<file path="config.mk">
export PLATFORM = sky130hd
export DESIGN_NAME = fcc_ctrl
export DESIGN_NICKNAME = d
export VERILOG_FILES = /design/src/rtl/fcc_pkg.sv /design/src/rtl/fcc_decode.sv /design/src/rtl/fcc_timer.sv /design/src/rtl/fcc_rdmux.sv /design/src/rtl/fcc_ctrl.sv
export SDC_FILE = /design/constraint.sdc
export NUM_CORES = 1
export LEC_CHECK = 0
export BUFFER_PORTS_ARGS = -buffer_cell sky130_fd_sc_hd__clkbuf_2
export CAP_MARGIN = 40
export CORE_UTILIZATION = 45
export DETAILED_ROUTE_END_ITERATION = 10
export PLACE_DENSITY = 0.82
export SLEW_MARGIN = 0
export SYNTH_ARGS = -nofsm -noshare
export SYNTH_HDL_FRONTEND = slang
export SYNTH_HIERARCHICAL = 1
export SYNTH_SLANG_ARGS = --single-unit
</file>
<file path="constraint.sdc">
create_clock -name clk -period 3.1 [get_ports clk]
set_clock_uncertainty 0.15 [all_clocks]
set_input_delay 0.62 -clock clk [delete_from_list [all_inputs] [get_ports clk]]
set_output_delay 0.62 -clock clk [all_outputs]
set_load 0.005 [all_outputs]
</file>
<file path="src/rtl/fcc_pkg.sv">
package fcc_pkg;

    typedef enum logic [1:0] {
        SRC_ARRAY  = 2'd0,
        SRC_IDENT  = 2'd1,
        SRC_STATUS = 2'd2
    } rd_src_e;

    typedef enum logic [3:0] {
        CMD_NONE,
        CMD_RD_ARRAY,
        CMD_RD_IDENT,
        CMD_RD_STATUS,
        CMD_CLR_STATUS,
        CMD_ERASE_BLK,
        CMD_ERASE_ALL,
        CMD_WRITE,
        CMD_SUSPEND,
        CMD_CONFIRM,
        CMD_LOCK,
        CMD_LOCK_SET,
        CMD_LOCK_PERM
    } cmd_e;

    typedef enum logic [2:0] {
        ST_READY,
        ST_ARM,
        ST_BUSY,
        ST_SUSP,
        ST_ARM_S,
        ST_NEST
    } st_e;

    typedef enum logic [2:0] {
        OP_NONE,
        OP_ERASE_BLK,
        OP_ERASE_ALL,
        OP_WRITE,
        OP_LOCK_SET,
        OP_LOCK_CLR,
        OP_LOCK_PERM
    } op_e;

    localparam logic [7:0] CODE_RD_ARRAY  = 8'hFF;
    localparam logic [7:0] CODE_RD_IDENT  = 8'h90;
    localparam logic [7:0] CODE_RD_STATUS = 8'h70;
    localparam logic [7:0] CODE_CLR       = 8'h50;
    localparam logic [7:0] CODE_ERASE_BLK = 8'h20;
    localparam logic [7:0] CODE_ERASE_ALL = 8'h30;
    localparam logic [7:0] CODE_WRITE_A   = 8'h40;
    localparam logic [7:0] CODE_WRITE_B   = 8'h10;
    localparam logic [7:0] CODE_SUSPEND   = 8'hB0;
    localparam logic [7:0] CODE_CONFIRM   = 8'hD0;
    localparam logic [7:0] CODE_LOCK      = 8'h60;
    localparam logic [7:0] CODE_LOCK_SET  = 8'h01;
    localparam logic [7:0] CODE_LOCK_PERM = 8'hF1;

    localparam logic [7:0] ID_MAKER  = 8'hB0;
    localparam logic [7:0] ID_DEVICE = 8'hE9;

    // Erase-class operations report failure in status bit 5, the rest in bit 4.
    function automatic logic op_erase_class(input op_e op);
        return (op == OP_ERASE_BLK) || (op == OP_ERASE_ALL) || (op == OP_LOCK_CLR);
    endfunction

endpackage

</file>
<file path="src/rtl/fcc_decode.sv">
module fcc_decode
    import fcc_pkg::*;
(
    input  logic [7:0] code_i,
    output cmd_e       cmd_o
);

    always_comb begin
        case (code_i)
            CODE_RD_ARRAY:  cmd_o = CMD_RD_ARRAY;
            CODE_RD_IDENT:  cmd_o = CMD_RD_IDENT;
            CODE_RD_STATUS: cmd_o = CMD_RD_STATUS;
            CODE_CLR:       cmd_o = CMD_CLR_STATUS;
            CODE_ERASE_BLK: cmd_o = CMD_ERASE_BLK;
            CODE_ERASE_ALL: cmd_o = CMD_ERASE_ALL;
            CODE_WRITE_A,
            CODE_WRITE_B:   cmd_o = CMD_WRITE;
            CODE_SUSPEND:   cmd_o = CMD_SUSPEND;
            CODE_CONFIRM:   cmd_o = CMD_CONFIRM;
            CODE_LOCK:      cmd_o = CMD_LOCK;
            CODE_LOCK_SET:  cmd_o = CMD_LOCK_SET;
            CODE_LOCK_PERM: cmd_o = CMD_LOCK_PERM;
            default:        cmd_o = CMD_NONE;
        endcase
    end

endmodule

</file>
<file path="src/rtl/fcc_timer.sv">
module fcc_timer #(
    parameter int CNT_W = 8
) (
    input  logic             clk,
    input  logic             rst_n,
    input  logic             load_i,
    input  logic [CNT_W-1:0] load_val_i,
    input  logic             run_i,
    output logic             last_o,
    output logic [CNT_W-1:0] cnt_o
);

    logic [CNT_W-1:0] cnt_d, cnt_q;

    always_comb begin
        cnt_d = cnt_q;
        if (load_i) begin
            cnt_d = load_val_i;
        end else if (run_i && (cnt_q != '0)) begin
            cnt_d = cnt_q - 1'b1;
        end
    end

    always_ff @(posedge clk or negedge rst_n) begin
        if (!rst_n) cnt_q <= '0;
        else        cnt_q <= cnt_d;
    end

    assign last_o = run_i && (cnt_q == CNT_W'(1));
    assign cnt_o  = cnt_q;

    AST_TMR_RUN_NONZERO: assert property (@(posedge clk) disable iff (!rst_n)
        run_i |-> (cnt_q != '0));

endmodule

</file>
<file path="src/rtl/fcc_rdmux.sv">
module fcc_rdmux
    import fcc_pkg::*;
#(
    parameter int ADDR_W = 20
) (
    input  rd_src_e           mode_i,
    input  logic              busy_i,
    input  logic [7:0]        sr_i,
    input  logic              perm_i,
    input  logic [ADDR_W-1:0] addr_i,
    output rd_src_e           src_o,
    output logic [15:0]       word_o
);

    localparam logic [ADDR_W-1:0] A_MAKER  = '0;
    localparam logic [ADDR_W-1:0] A_DEVICE = ADDR_W'(1);
    localparam logic [ADDR_W-1:0] A_PERM   = ADDR_W'(3);

    always_comb begin
        src_o  = busy_i ? SRC_STATUS : mode_i;
        word_o = 16'h0000;
        case (src_o)
            SRC_STATUS: word_o = {8'h00, sr_i};
            SRC_IDENT: begin
                if (addr_i == A_MAKER)       word_o = {8'h00, ID_MAKER};
                else if (addr_i == A_DEVICE) word_o = {8'h00, ID_DEVICE};
                else if (addr_i == A_PERM)   word_o = {15'h0000, perm_i};
                else                         word_o = 16'h0000;
            end
            default: word_o = 16'h0000;
        endcase
    end

endmodule

</file>
<file path="src/rtl/fcc_ctrl.sv">
module fcc_ctrl
    import fcc_pkg::*;
#(
    parameter int ADDR_W    = 20,
    parameter int ERASE_CYC = 64,
    parameter int WRITE_CYC = 16,
    parameter int LOCK_CYC  = 8
) (
    input  logic              clk,
    input  logic              rst_n,
    input  logic              wr_stb_i,
    input  logic [ADDR_W-1:0] wr_addr_i,
    input  logic [15:0]       wr_data_i,
    input  logic [ADDR_W-1:0] rd_addr_i,
    input  logic              allow_i,
    input  logic              vpp_ok_i,
    output logic [1:0]        rd_src_o,
    output logic [15:0]       rd_word_o,
    output logic              rdy_o,
    output logic              rdy_en_o,
    output logic [ADDR_W-1:0] op_addr_o,
    output logic [15:0]       op_data_o
);

    localparam int MAX_EW = (ERASE_CYC > WRITE_CYC) ? ERASE_CYC : WRITE_CYC;
    localparam int MAX_C  = (MAX_EW > LOCK_CYC) ? MAX_EW : LOCK_CYC;
    localparam int CNT_W  = $clog2(MAX_C + 1);

    typedef struct packed {
        st_e               st;
        cmd_e              pend;
        op_e               op;
        rd_src_e           rmode;
        logic              e_era;
        logic              e_wr;
        logic              e_vpp;
        logic              e_prot;
        logic              perm;
        logic [ADDR_W-1:0] addr;
        logic [15:0]       data;
    } ctl_t;

    ctl_t q, d;

    cmd_e             cmd;
    logic             t_load, t_last, t_run;
    logic             n_load, n_last, n_run;
    logic [CNT_W-1:0] t_val, t_cnt, n_cnt;
    logic             launch, nested, prot_fail;
    op_e              l_op;
    logic             busy, susp;
    logic [7:0]       sr;
    rd_src_e          src;

    fcc_decode u_dec (
        .code_i (wr_data_i[7:0]),
        .cmd_o  (cmd)
    );

    function automatic logic [CNT_W-1:0] op_len(input op_e op);
        case (op)
            OP_ERASE_BLK,
            OP_ERASE_ALL: return CNT_W'(ERASE_CYC);
            OP_WRITE:     return CNT_W'(WRITE_CYC);
            default:      return CNT_W'(LOCK_CYC);
        endcase
    endfunction

    always_comb begin
        d         = q;
        t_load    = 1'b0;
        t_val     = '0;
        n_load    = 1'b0;
        launch    = 1'b0;
        l_op      = OP_NONE;
        nested    = 1'b0;
        prot_fail = 1'b0;

        case (q.st)
            ST_READY: begin
                if (wr_stb_i) begin
                    case (cmd)
                        CMD_RD_ARRAY:  d.rmode = SRC_ARRAY;
                        CMD_RD_IDENT:  d.rmode = SRC_IDENT;
                        CMD_RD_STATUS: d.rmode = SRC_STATUS;
                        CMD_CLR_STATUS: begin
                            d.e_era  = 1'b0;
                            d.e_wr   = 1'b0;
                            d.e_vpp  = 1'b0;
                            d.e_prot = 1'b0;
                        end
                        CMD_ERASE_BLK, CMD_ERASE_ALL, CMD_WRITE, CMD_LOCK: begin
                            d.st    = ST_ARM;
                            d.pend  = cmd;
                            d.rmode = SRC_STATUS;
                        end
                        default: ;
                    endcase
                end
            end
            ST_ARM: begin
                if (wr_stb_i) begin
                    case (q.pend)
                        CMD_WRITE:     l_op = OP_WRITE;
                        CMD_ERASE_BLK: if (cmd == CMD_CONFIRM) l_op = OP_ERASE_BLK;
                        CMD_ERASE_ALL: if (cmd == CMD_CONFIRM) l_op = OP_ERASE_ALL;
                        CMD_LOCK: begin
                            if (cmd == CMD_LOCK_SET)       l_op = OP_LOCK_SET;
                            else if (cmd == CMD_CONFIRM)   l_op = OP_LOCK_CLR;
                            else if (cmd == CMD_LOCK_PERM) l_op = OP_LOCK_PERM;
                        end
                        default: ;
                    endcase
                    if (l_op == OP_NONE) begin
                        d.e_era = 1'b1;
                        d.e_wr  = 1'b1;
                        d.st    = ST_READY;
                        d.rmode = SRC_ARRAY;
                    end else begin
                        launch = 1'b1;
                    end
                end
            end
            ST_BUSY: begin
                if (t_last) begin
                    d.st = ST_READY;
                    if (q.op == OP_LOCK_PERM) d.perm = 1'b1;
                end else if (wr_stb_i && (cmd == CMD_SUSPEND) &&
                             (q.op inside {OP_ERASE_BLK, OP_ERASE_ALL, OP_WRITE})) begin
                    d.st = ST_SUSP;
                end
            end
            ST_SUSP: begin
                if (wr_stb_i) begin
                    case (cmd)
                        CMD_CONFIRM: begin
                            d.st    = ST_BUSY;
                            d.rmode = SRC_STATUS;
                        end
                        CMD_RD_ARRAY:  d.rmode = SRC_ARRAY;
                        CMD_RD_IDENT:  d.rmode = SRC_IDENT;
                        CMD_RD_STATUS: d.rmode = SRC_STATUS;
                        CMD_CLR_STATUS: begin
                            d.e_era  = 1'b0;
                            d.e_wr   = 1'b0;
                            d.e_vpp  = 1'b0;
                            d.e_prot = 1'b0;
                        end
                        CMD_WRITE: begin
                            if (q.op inside {OP_ERASE_BLK, OP_ERASE_ALL}) begin
                                d.st    = ST_ARM_S;
                                d.rmode = SRC_STATUS;
                            end
                        end
                        default: ;
                    endcase
                end
            end
            ST_ARM_S: begin
                if (wr_stb_i) begin
                    l_op   = OP_WRITE;
                    launch = 1'b1;
                    nested = 1'b1;
                end
            end
            ST_NEST: begin
                if (n_last) d.st = ST_SUSP;
            end
            default: d.st = ST_READY;
        endcase

        if (launch) begin
            d.rmode   = SRC_STATUS;
            d.addr    = wr_addr_i;
            d.data    = wr_data_i;
            prot_fail = !allow_i ||
                        (q.perm && ((l_op == OP_LOCK_SET) || (l_op == OP_LOCK_CLR)));
            if (!vpp_ok_i || prot_fail) begin
                if (!vpp_ok_i) d.e_vpp  = 1'b1;
                else           d.e_prot = 1'b1;
                if (op_erase_class(l_op)) d.e_era = 1'b1;
                else                      d.e_wr  = 1'b1;
                d.st = nested ? ST_SUSP : ST_READY;
            end else if (nested) begin
                d.st   = ST_NEST;
                n_load = 1'b1;
            end else begin
                d.st   = ST_BUSY;
                d.op   = l_op;
                t_load = 1'b1;
                t_val  = op_len(l_op);
            end
        end
    end

    always_ff @(posedge clk or negedge rst_n) begin
        if (!rst_n) q <= '0;
        else        q <= d;
    end

    assign t_run = (q.st == ST_BUSY);
    assign n_run = (q.st == ST_NEST);

    fcc_timer #(.CNT_W(CNT_W)) u_main_tmr (
        .clk        (clk),
        .rst_n      (rst_n),
        .load_i     (t_load),
        .load_val_i (t_val),
        .run_i      (t_run),
        .last_o     (t_last),
        .cnt_o      (t_cnt)
    );

    fcc_timer #(.CNT_W(CNT_W)) u_nest_tmr (
        .clk        (clk),
        .rst_n      (rst_n),
        .load_i     (n_load),
        .load_val_i (CNT_W'(WRITE_CYC)),
        .run_i      (n_run),
        .last_o     (n_last),
        .cnt_o      (n_cnt)
    );

    assign busy = (q.st == ST_BUSY) || (q.st == ST_NEST);
    assign susp = (q.st == ST_SUSP) || (q.st == ST_ARM_S) || (q.st == ST_NEST);

    assign sr = {!busy,
                 susp && (q.op inside {OP_ERASE_BLK, OP_ERASE_ALL}),
                 q.e_era,
                 q.e_wr,
                 q.e_vpp,
                 susp && (q.op == OP_WRITE),
                 q.e_prot,
                 1'b0};

    fcc_rdmux #(.ADDR_W(ADDR_W)) u_rdmux (
        .mode_i (q.rmode),
        .busy_i (busy),
        .sr_i   (sr),
        .perm_i (q.perm),
        .addr_i (rd_addr_i),
        .src_o  (src),
        .word_o (rd_word_o)
    );

    assign rd_src_o  = src;
    assign rdy_o     = !busy;
    assign rdy_en_o  = !((q.st == ST_SUSP) || (q.st == ST_ARM_S));
    assign op_addr_o = q.addr;
    assign op_data_o = q.data;

    logic [3:0] err_q;
    assign err_q = {q.e_era, q.e_wr, q.e_vpp, q.e_prot};

    AST_BUSY_READS_STATUS: assert property (@(posedge clk) disable iff (!rst_n)
        (rdy_en_o && !rdy_o) |-> (rd_src_o == SRC_STATUS));

    AST_SUSP_FLAGS: assert property (@(posedge clk) disable iff (!rst_n)
        (!rdy_en_o) |-> (rd_word_o[7] || (rd_src_o != SRC_STATUS)));

    AST_SUSP_FROZEN: assert property (@(posedge clk) disable iff (!rst_n)
        ((q.st == ST_SUSP) && $past(q.st == ST_SUSP)) |-> $stable(t_cnt));

    AST_NEST_KEEPS_ERASE: assert property (@(posedge clk) disable iff (!rst_n)
        (q.st == ST_NEST) |-> sr[6]);

    AST_NEST_LEN: assert property (@(posedge clk) disable iff (!rst_n)
        $rose(q.st == ST_NEST) |-> (n_cnt == CNT_W'(WRITE_CYC)));

    AST_IMPROPER: assert property (@(posedge clk) disable iff (!rst_n)
        ((q.st == ST_ARM) && wr_stb_i && (q.pend != CMD_WRITE) && !launch)
        |=> (sr[5] && sr[4] && rdy_o && (rd_src_o == SRC_ARRAY)));

    AST_PROT_ABORT: assert property (@(posedge clk) disable iff (!rst_n)
        ((q.st == ST_ARM) && launch && vpp_ok_i && !allow_i) |=> (rdy_o && sr[1]));

    AST_ERR_STICKY: assert property (@(posedge clk) disable iff (!rst_n)
        !(wr_stb_i && (cmd == CMD_CLR_STATUS)) |=> ((err_q & $past(err_q)) == $past(err_q)));

endmodule

</file>
=== Word level (Yosys, flattened, before mapping) ===
Cells that the tools add are included.

* Bits in registers: 67
* Input bits: 61
* Word-level logic and storage cells: 186

* $add $sub $neg: 2
* Equal/unequal tests: 61
* Multiplexer cells: 67
* Bitwise operators: 2
* Reduce and logical (&&, ||, !) cells: 41

{| class="wikitable"
|+ Operators with widths
! cell !! count
|-
| $mux W7 || 9
|-
| $mux W3 || 16
|-
| $pmux W4 S12 || 1
|-
| $eq A8 B8 Y1 const B || 5
|-
| $eq A8 B7 Y1 const B || 4
|-
| $mux W16 || 2
|-
| $pmux W16 S2 || 1
|-
| $eq A4 B3 Y1 const B || 7
|-
| $eq A4 B4 Y1 const B || 6
|-
| $eq A20 B1 Y1 const B || 1
|-
| $eq A20 B2 Y1 const B || 1
|-
| $logic_not A20 Y1 || 1
|-
| $eq A3 B2 Y1 const B || 6
|-
| $mux W6 || 3
|-
| $pmux W3 S6 || 1
|-
| $eq A8 B6 Y1 const B || 2
|-
| $mux W1 || 16
|-
| $mux W4 || 4
|-
| $eq A3 B3 Y1 const B || 5
|-
| $ne A3 B3 Y1 const B || 5
|-
| $eq A7 B1 Y1 const B || 2
|-
| $pmux W7 S2 || 1
|-
| $reduce_bool A7 Y1 || 2
|-
| $sub A7 B1 Y7 const B || 2
|-
| other kinds (35) || 70
|}

=== Logic depth before layout (Yosys ltp) ===
Gate-level depths: netlist of run 1.

* Word-level depth: 20
* Gate-level depth with buffers: 15

=== Modules after synthesis ===
Netlist of run 1, hierarchy kept.

{| class="wikitable"
|+ By module, submodules not included
! module !! instances !! cells each !! area each (µm²) !! sequential area each (µm²)
|-
| fcc_ctrl || 1 || 287 || 3,156.8 || 1,326.3
|-
| fcc_timer at u_main_tmr || 1 || 60 || 505.5 || 175.2
|-
| fcc_timer at u_nest_tmr || 1 || 58 || 498.0 || 175.2
|-
| fcc_rdmux || 1 || 43 || 320.3 || 0.0
|-
| fcc_decode || 1 || 30 || 237.7 || 0.0
|}

=== Least setup slack after synthesis of run 1 ===
Ideal clock, no wire load.

* Path type: input port to flip-flop
* Start point: input port wr_data_i[5]
* End point: register u_nest_tmr.cnt_q[0] (netlist: u_nest_tmr/cnt_o[0])
* Library setup time: 0.087 ns
* Arrival time: 3.349 ns
* Required time: 2.863 ns
* Setup slack: -0.485 ns
* Cell stages on the path: 14
* Buffers on the path: 4
* Cells stage by stage: clkbuf_2 -> or4_4 -> a211oi_1 -> and4bb_1 -> o211a_1 -> a211o_1 -> buf_4 -> buf_6 -> nand2_1 -> inv_1 -> buf_4 -> clkinv_1 -> o2111ai_1 -> o211ai_1

* Longest elaborated chain between the ends: 20
* Elaborated cells on any way between the ends: 42
* Those cells by class: 18 x eq/ne; 17 x mux; 7 x reduce/logical

{| class="wikitable"
|+ Ends and longest elaborated chain
! what !! line !! source
|-
| start: declaration || fcc_ctrl.sv:13 || <nowiki>input logic [15:0] wr_data_i,</nowiki>
|-
| $eq A8 B7 Y1 or $eq A8 B5 Y1 (tied branches) || fcc_decode.sv:9 || <nowiki>case (code_i)</nowiki>
|-
| $reduce_or A2 Y1 || fcc_decode.sv:9 ||
|-
| $pmux W4 S12 * || fcc_decode.sv:9 ||
|-
| net cmd[1] || fcc_ctrl.sv:45 || <nowiki>cmd_e cmd;</nowiki>
|-
| $eq A4 B4 Y1 || fcc_ctrl.sv:110 || <nowiki>else if (cmd == CMD_LOCK_PERM) l_op = OP_LOCK_PERM;</nowiki>
|-
| $mux W3 || fcc_ctrl.sv:110 ||
|-
| $mux W3 || fcc_ctrl.sv:109 || <nowiki>else if (cmd == CMD_CONFIRM) l_op = OP_LOCK_CLR;</nowiki>
|-
| $mux W3 || fcc_ctrl.sv:108 || <nowiki>if (cmd == CMD_LOCK_SET) l_op = OP_LOCK_SET;</nowiki>
|-
| [... 6 more ...] || - ||
|-
| $logic_or A1 B1 Y1 || fcc_ctrl.sv:177 || <nowiki>(q.perm && ((l_op == OP_LOCK_SET) || (l_op == OP_LOCK_CLR)));</nowiki>
|-
| $logic_and A1 B1 Y1 || fcc_ctrl.sv:177 ||
|-
| $logic_or A1 B1 Y1 || fcc_ctrl.sv:176 || <nowiki>prot_fail = !allow_i ||</nowiki>
|-
| $logic_or A1 B1 Y1 || fcc_ctrl.sv:178 || <nowiki>if (!vpp_ok_i || prot_fail) begin</nowiki>
|-
| $mux W1 || fcc_ctrl.sv:178 ||
|-
| $mux W1 * || fcc_ctrl.sv:172 || <nowiki>if (launch) begin</nowiki>
|-
| net n_load || fcc_ctrl.sv:47 || <nowiki>logic n_load, n_last, n_run;</nowiki>
|-
| $mux W7 or $reduce_bool A2 Y1 (tied branches) || - ||
|-
| end signal: assignment || fcc_timer.sv:26 || <nowiki>else cnt_q <= cnt_d;</nowiki>
|-
| end: declaration || fcc_timer.sv:13 || <nowiki>logic [CNT_W-1:0] cnt_d, cnt_q;</nowiki>
|}

Mark *: on every way through the listed nets, which the timed path passes. The rest lies on a longest branch. The select of a mux whose other input is x is not followed.
A chain may end at the register's enable or synchronous reset.

=== Worst setup path in the final report of run 1 ===
* Start point: register q[51] in the netlist's numbering
* End point: output port rd_word_o[7]

* Longest elaborated chain between the ends: 5
* Elaborated cells on any way between the ends: 8
* Those cells by class: 4 x eq/ne; 2 x mux; 2 x reduce/logical

{| class="wikitable"
|+ Ends and longest elaborated chain
! what !! line !! source
|-
| start: declaration || fcc_ctrl.sv:43 || <nowiki>ctl_t q, d;</nowiki>
|-
| start signal: assignment || fcc_ctrl.sv:197 || <nowiki>if (!rst_n) q <= '0;</nowiki>
|-
| start signal: assignment || fcc_ctrl.sv:198 || <nowiki>else q <= d;</nowiki>
|-
| $eq A3 B2 Y1 * || - ||
|-
| net t_run || fcc_ctrl.sv:46 || <nowiki>logic t_load, t_last, t_run;</nowiki>
|-
| $logic_or A1 B1 Y1 * || fcc_ctrl.sv:224 || <nowiki>assign busy = (q.st == ST_BUSY) || (q.st == ST_NEST);</nowiki>
|-
| net busy || fcc_ctrl.sv:51 || <nowiki>logic busy, susp;</nowiki>
|-
| $mux W2 || fcc_rdmux.sv:20 || <nowiki>src_o = busy_i ? SRC_STATUS : mode_i;</nowiki>
|-
| $eq A2 B1 Y1 or $eq A2 B2 Y1 (tied branches) || fcc_rdmux.sv:22 || <nowiki>case (src_o)</nowiki>
|-
| $pmux W16 S2 * || fcc_rdmux.sv:22 ||
|-
| end: declaration || fcc_ctrl.sv:18 || <nowiki>output logic [15:0] rd_word_o,</nowiki>
|}

Mark *: on every way through the listed nets, which the timed path passes. The rest lies on a longest branch.

==> results.txt, run 1 <==
FP Rows: 37
Slowest-stage cell, CP: dfrtp_1
Hold WC Path Type: input port to async pin
Synth-to-layout area growth: 30.34%
DRT Pass-1 Iters: 5
Fill cells: 759
Arr. time, crit path: 2430 ps
Outcome: finished with violations
Met2 wire len: 6.287 mm
M1 WL: 4.764 mm
RSZ-0062 raised after global routing: true
Register area: 1677 um2
Routability Congestion: 0.8847
Clk root buf: clkbuf_8
Vias per cell: 5.584
Total congestion overflow: 0
Post-synthesis sequential area ratio: 0.3553
Finished Layout Cells: 760
CTS tree: done
Post-synth top cells: 67 x dfrtp_1, 48 x buf_4, 41 x nand2_1
DRT iter0 DRCs: 295
Final setup viols: 9
Fin. Hold Viols: 0
CTS Buffer Depth: 2
Tot GR Track Use: 0.2084
Critical Path Max Stage Delay: 400 ps
Ratio of cells with drive above 1 in the final layout: 0.4744
Global-route wire length before repair: 18.51 mm
Sw Share: 0.3608
Effective utilization at floorplan: 0.4612
Crit path max-delay family: simple AND/OR/NAND/NOR gates
Reg2reg start: u_main_tmr/cnt_o[3]$_DFFE_PN0P_
Logic pwr share: 0.495
Critical Setup Path Class: flip-flop to output port
Fin crit share: 1.032
Fmax: 312.6 MHz
Main area contributors after synthesis: dfrtp_1 36%, buf_4 7.6%, mux2_4 6.0%
WP buf/inv: 3
Pleak: 0.002950 uW
Insertion delay to the later sink of the worst-skew pair: 350 ps
Final Critical Period: 3199 ps
Switch Pwr: 1766 uW
EDFF count, synth: 0
Vias in the first global route: 3939
DIE WIDTH: 104.4 um
Final Max Tran Viols: 0
Critical path data required time: 2330 ps
#FFs+latches synth: 67
Met3 routed WL: 687 um
Failing checks: negative setup slack
Syn Area/Cell: 9.871 um2
Number of max-cap violations: 0
Placed Instances: 718
Synth warn: 6
Area leader, netlist: dfrtp_1
Nets: 690
Crit path max fanout: 8
Top-count cell post-synth: dfrtp_1
Share of power burned in registers: 0.319
Clk pwr share: 0.186
Internal power: 3129 uW
Yosys cell types: 73
Power Dens Cells: 796.1 nW/um2
Syn Inst Count: 478
Max Used Layer: met4
Largest net degree at the start of global routing: 68
Crit. End Element: output port
Hold buffers post-CTS: 0
Multi-input gate area: 2788 um2
Yosys top cell area share: 0.3553
HPWL Detailed: 8.231 mm
# IOs: 117
Clk slew on worst S/H paths: 80 ps
Dominant synthesized flop cell: dfrtp_1
Critical Path Source: q[51]$_DFFE_PN0P_
CP Cell Sequence: nor3b_4, or2_4, or2_4, ha_4, buf_4, nor2b_1, buf_4, nand2_1, o31ai_4, clkbuf_2
Worst slack on hold paths: 330.6 ps
Setup TNS: -429.8 ps
Clock net sink count: 67
Die H: 104.4 um
Worst Max-Slew Pin Slew: 846.5 ps
Routed wire length: 12.13 mm
Core Region: 10230 um2
Antenna diodes: 0
DRC: 0
Initial antenna violation count: 0
TritonCTS Buffers: 9
VDD IR max: 0.3714 mV
Avg WL per Cell: 15.96 um
Via count: 4244
Htree depth: 3
Post-synth ARST share: 1.000
Synthesized cell area: 4718 um2
Slew headroom: 0.4357
I/O Buffers: 108
Die area: 10900 um2
Setup WS post-layout: -99.16 ps
Setup crit start kind: flip-flop
Antenna-violating nets left: 0
-- layout by cell type (no fill, tap or decap), types with 4 or more instances in the layout --
cell and count:
clkbuf_2 101, dfrtp_1 67, buf_4 64, nand2_1 40
mux2_4 22, conb_1 20, nor2_1 18, inv_1 17
o211ai_1 13, mux2_2 13, nor3_1 12, o21ai_0 12
buf_6 11, clkbuf_8 10, nand2b_1 9, nand3_1 8
nor2b_1 8, o2111ai_1 7, ha_1 7, a31oi_1 6
a21oi_1 6, mux2_1 6, o211a_1 5, a311o_1 5
or2_2 4, nor3b_1 4, and2_4 4, a21o_1 4
nand4_1 4, or4_1 4, o21ai_1 4, nor2_2 4
-- worst register-to-register path, delay by kind of cell (launching register included) --
kind,cells,cell delay (ps)
and+or+nand+nor,3,1080
AOI/OAI and AO/OA,2,690
muxes,1,280
DFF,1,440
-- power by group through the flow --
stage / logic, uW / registers, uW / clock network [uW]
after floorplan: 1810 / 1480 / 0
after global placement: 2090 / 1540 / 0
after detailed placement: 2160 / 1560 / 0
after CTS: 2240 / 1550 / 923
after global routing: 2630 / 1610 / 963
final: 2420 / 1560 / 913
-- state kept, by name (all words and copies together) (netlist names) --
| name | flops |
|---|---|
| err_q | 4 |
| op_data_o | 16 |
| u_main_tmr/cnt_o | 7 |
| q | 13 |
| u_nest_tmr/cnt_o | 7 |
| op_addr_o | 20 |
-- repair_timing --
action	4_1_cts	5_1_grt
cloned	0	2
resized for setup	14	61
endpoints found under the setup margin	31	57
buffers inserted	6	18
pin swaps	10	26
-- cells by family after synthesis --
| logic type | Yosys count | synth area share |
|---|---|---|
| other cells | 3 | 0.002386 |
| flops | 67 | 0.3553 |
| compound gates | 104 | 0.1668 |
| mux | 43 | 0.1172 |
| simple gates | 156 | 0.1981 |
| buf+inv | 90 | 0.1244 |
| xor+xnor | 5 | 0.009281 |
| fa+ha+maj | 10 | 0.02652 |
-- per-layer routing --
| layer | track usage | up-vias |
|---|---|---|
| met5 | 0 | - |
| met4 | 0.1061 | 0 |
| met3 | 0.03258 | 37 |
| met2 | 0.3605 | 185 |
| met1 | 0.2496 | 2060 |
| li1 | - | 1962 |
-- stage by stage --
| step | setup WS (ps) | utilization | power [uW] | area [um2] |
|---|---|---|---|---|
| floorplan | -245.2 | - | 3287 | 4877 |
| global placement | -421.5 | 0.5299 | 3625 | 5421 |
| detailed placement | -482.0 | 0.5299 | 3721 | 5421 |
| global route | -177.4 | 0.6011 | 5205 | 6150 |
| CTS | -161.3 | 0.5648 | 4705 | 5778 |
| finish | -99.16 | 0.6011 | 4896 | 6150 |
-- worst paths after layout --
check                      depth (start not counted)                         to  slack [ps]
setup / recovery                                  10               rd_word_o[7]        -100
hold / removal                                     2  op_data_o[11]$_DFFE_PN0P_         330
setup reg to reg                                   6          q[50]$_DFFE_PN0P_         350
hold reg to reg                                    1   op_addr_o[8]$_DFFE_PN0P_         340
max in group asynchronous                          2          q[50]$_DFFE_PN0P_        1930
min in group clk                                   2   op_addr_o[8]$_DFFE_PN0P_         340
-- layout make-up --
class | instances | share of cell area
Sequential cell | 67 | 0.2726
Timing Repair inverter | 1 | 0.0008138
Clock inverter | 6 | 0.01831
Multi-Input combinational cell | 338 | 0.4533
Tap cell | 136 | 0.02767
Clock buffer | 10 | 0.02238
Timing Repair Buffer | 181 | 0.1894
Inverter | 21 | 0.01546
No activity file was read; power rests on OpenSTA's default activity.
==> run 2: changes to the inputs <==
--- a/config.mk
+++ b/config.mk
@@ -7,6 +7,7 @@
 export LEC_CHECK = 0
 export BUFFER_PORTS_ARGS = -buffer_cell sky130_fd_sc_hd__clkbuf_2
 export CAP_MARGIN = 40
+export CORE_MARGIN = 3
 export CORE_UTILIZATION = 45
 export DETAILED_ROUTE_END_ITERATION = 10
 export PLACE_DENSITY = 0.82
==> run 2 against run 1 <==
Effect of this change: core utilization up 0.57 points; sequential power is essentially flat; clock power fell by 19%; the flow still finishes with violations (negative setup slack); combinational power up 2%; flip-flop and latch count unchanged; power decreased by 2.4%; cell area is 1.3% lower; non-clock buffer count decreased by 2; wire length rose by 4.6%; first-iteration DRC count grew 6.1%; global-route usage fell by 1.1 points; largest power group unchanged; via count is essentially flat.
==> results.txt, run 2 (synthesis gave the netlist of run 1 again) <==
Global-route wire length before repair: 18.86 mm (+1.9%)
Die area: 11750 um2 (+7.8%)
Register area: 1677 um2 (unchanged)
RSZ-0062 raised after global routing: true
CTS Buffer Depth: 2 (unchanged)
CP Cell Sequence: nor3b_4, or2_4, or2_4, ha_4, nor4b_4, nand3_2, buf_4, o21ai_2, clkbuf_2
Final core occ: 0.6067 (+0.005656)
Effective utilization at floorplan: 0.4718 (+0.01068)
Routability Congestion: 0.9794 (+11%)
Htree depth: 3 (unchanged)
Power Dens Cells: 787.9 nW/um2 (-1.0%)
Critical path data required time: 2330 ps (about the same)
Failing checks: negative setup slack
Max reg flops: 20 (unchanged)
Synth-to-layout area growth: 28.59%
Most frequent cells in the layout: 99 x clkbuf_2, 67 x dfrtp_1, 61 x buf_4, 40 x nand2_1, 21 x mux2_4
Die H: 108.4 um (+3.8%)
DIE WIDTH: 108.4 um (+3.8%)
Worst Max-Slew Pin Slew: 845.9 ps (-0.6259 ps)
Ratio of cells with drive above 1 in the final layout: 0.4686 (-0.005760)
Insertion delay to the later sink of the worst-skew pair: 350 ps (about the same)
Vias per cell: 5.630 (+0.82%)
Most Frequent Cell on Critical Path: or2_4
HPWL Detailed: 9.132 mm (+11%)
Setup WS post-layout: -120.1 ps (-20.89 ps)
Critical Path Max Stage Delay: 420 ps (+20 ps)
Reg2Reg Capture Point: q[52]$_DFFE_PN0P_
Fmax: 310.6 MHz (-0.65%)
TritonCTS Buffers: 9 (unchanged)
Clk root buf: clkbuf_8
Core Region: 10000 um2 (-2.3%)
Avg WL per Cell: 16.83 um (+5.4%)
I/O Buffers: 108 (unchanged)
Final Critical Period: 3220 ps (+20.89 ps)
Multi-input gate area: 2768 um2 (-0.72%)
DRC: 0 (unchanged)
Clk slew on worst S/H paths: 80 ps (about the same)
CTS tree: done
Nets: 687 (-0.43%)
Design Area, Final: 6067 um2 (-1.3%)
Clock net sink count: 67 (unchanged)
Pre-CTS setup slack: -431.5 ps (+50.54 ps)
Final setup viols: 9 (unchanged)
Met2 usage: 0.3606 (about the same)
GRT met1 Usage: 0.2330 (-0.01662)
Cells on worst reg2reg path: 12 (+6)
Crit. End Element: output port
Slowest-stage cell, CP: dfrtp_1
Final Max Tran Viols: 0 (unchanged)
Total congestion overflow: 0 (unchanged)
Reg2reg start: q[50]$_DFFE_PN0P_
Fin crit share: 1.039 (+0.006738)
Pleak: 0.002923 uW (-0.90%)
Fill cells: 821 (+8.2%)
Routed wire length: 12.69 mm (+4.6%)
Antenna-violating nets left: 0 (unchanged)
DRT iter0 DRCs: 313 (+6.1%)
Slew headroom: 0.4361 (about the same)
Fin. Hold Viols: 0 (unchanged)
Initial antenna violation count: 0 (unchanged)
Vias in the first global route: 4012 (+1.9%)
FP Rows: 36 (-2.7%)
Number of max-cap violations: 0 (unchanged)
Largest net degree at the start of global routing: 37 (-46%)
Antenna diodes: 0 (unchanged)
Gr busiest metal: met2
DRT Pass-1 Iters: 4 (-1)
# IOs: 117 (unchanged)
Met3 GRT Util: 0.04179 (+0.009210)
Post-placement cell area: 5470 um2 (+0.90%)
Outcome: finished with violations
WP buf/inv: 2 (-1)
Setup crit start kind: flip-flop
R2R Setup Slk: 260 ps (-90 ps)
Critical Setup Path Class: flip-flop to output port
Setup TNS: -650.7 ps (-220.9 ps)
Crit path max fanout: 6 (-2)
Via count: 4245 (+0.024%)
Commonest non-fill, non-tap cell in the layout: clkbuf_2
Hold WC Path Type: input port to async pin
Tot GR Track Use: 0.1977 (-0.01070)
Arr. time, crit path: 2450 ps (+20 ps)
VDD IR max: 0.3471 mV (-6.5%)
Crit path max-delay family: simple AND/OR/NAND/NOR gates
-- run 2: worst max path at each step --
stage                      start                              end  slack (ps)  depth (start not counted)
6_report       q[51]$_DFFE_PN0P_                     rd_word_o[4]        -120                          9
5_1_grt        q[51]$_DFFE_PN0P_                     rd_word_o[0]        -260                          8
4_1_cts        q[51]$_DFFE_PN0P_                     rd_word_o[5]        -200                          9
3_5_place_dp        wr_data_i[4]                q[52]$_DFFE_PN0P_        -430                         10
3_3_place_gp        wr_data_i[4]                q[52]$_DFFE_PN0P_        -340                         10
2_1_floorplan       wr_data_i[4]  u_main_tmr/cnt_o[4]$_DFFE_PN0P_        -250                         10
-- run 2: timing repair --
item	4_1_cts	5_1_grt
resized for setup	8	60
setup buffers	5	15
hold buffers	0	0
cloned	0	1
pin swaps	7	27
setup endpoints to repair	9	62
-- run 2: layout make-up --
| class | instances | area share |
|---|---|---|
| inverters | 21 | 0.01485 |
| repair buffers | 179 | 0.1922 |
| clock buffers | 9 | 0.02042 |
| well taps | 133 | 0.02743 |
| flip-flops and latches | 67 | 0.2763 |
| multi-input cells | 338 | 0.4562 |
| clock inverters | 7 | 0.01258 |
-- run 2: metrics by stage --
| step | total power (uW) | cells | hold slack (ps) |
|---|---|---|---|
| global route | 5090 | 754 | 274.1 |
| floorplan | 3287 | 495 | 174.4 |
| detailed placement | 3793 | 717 | 317.2 |
| finish | 4780 | 754 | 214.2 |
| global placement | 3688 | 717 | 319.1 |
| CTS | 4623 | 738 | 231.4 |
-- run 2: metal layers --
| metal | up-vias | share of wire | wire (um) |
|---|---|---|---|
| li1 | 1957 | - | - |
| met1 | 2116 | 0.40 | 5130 |
| met2 | 145 | 0.53 | 6712 |
| met3 | 27 | 0.044 | 552 |
| met4 | 0 | 0.023 | 291 |
| met5 | - | 0 | 0 |
-- run 2: where the power goes --
group          switching (uW)  total, uW  internal [uW]
combinational            1160       2480           1320
clock                     362        740            378
sequential                294       1560           1270
total                    1820       4780           2960
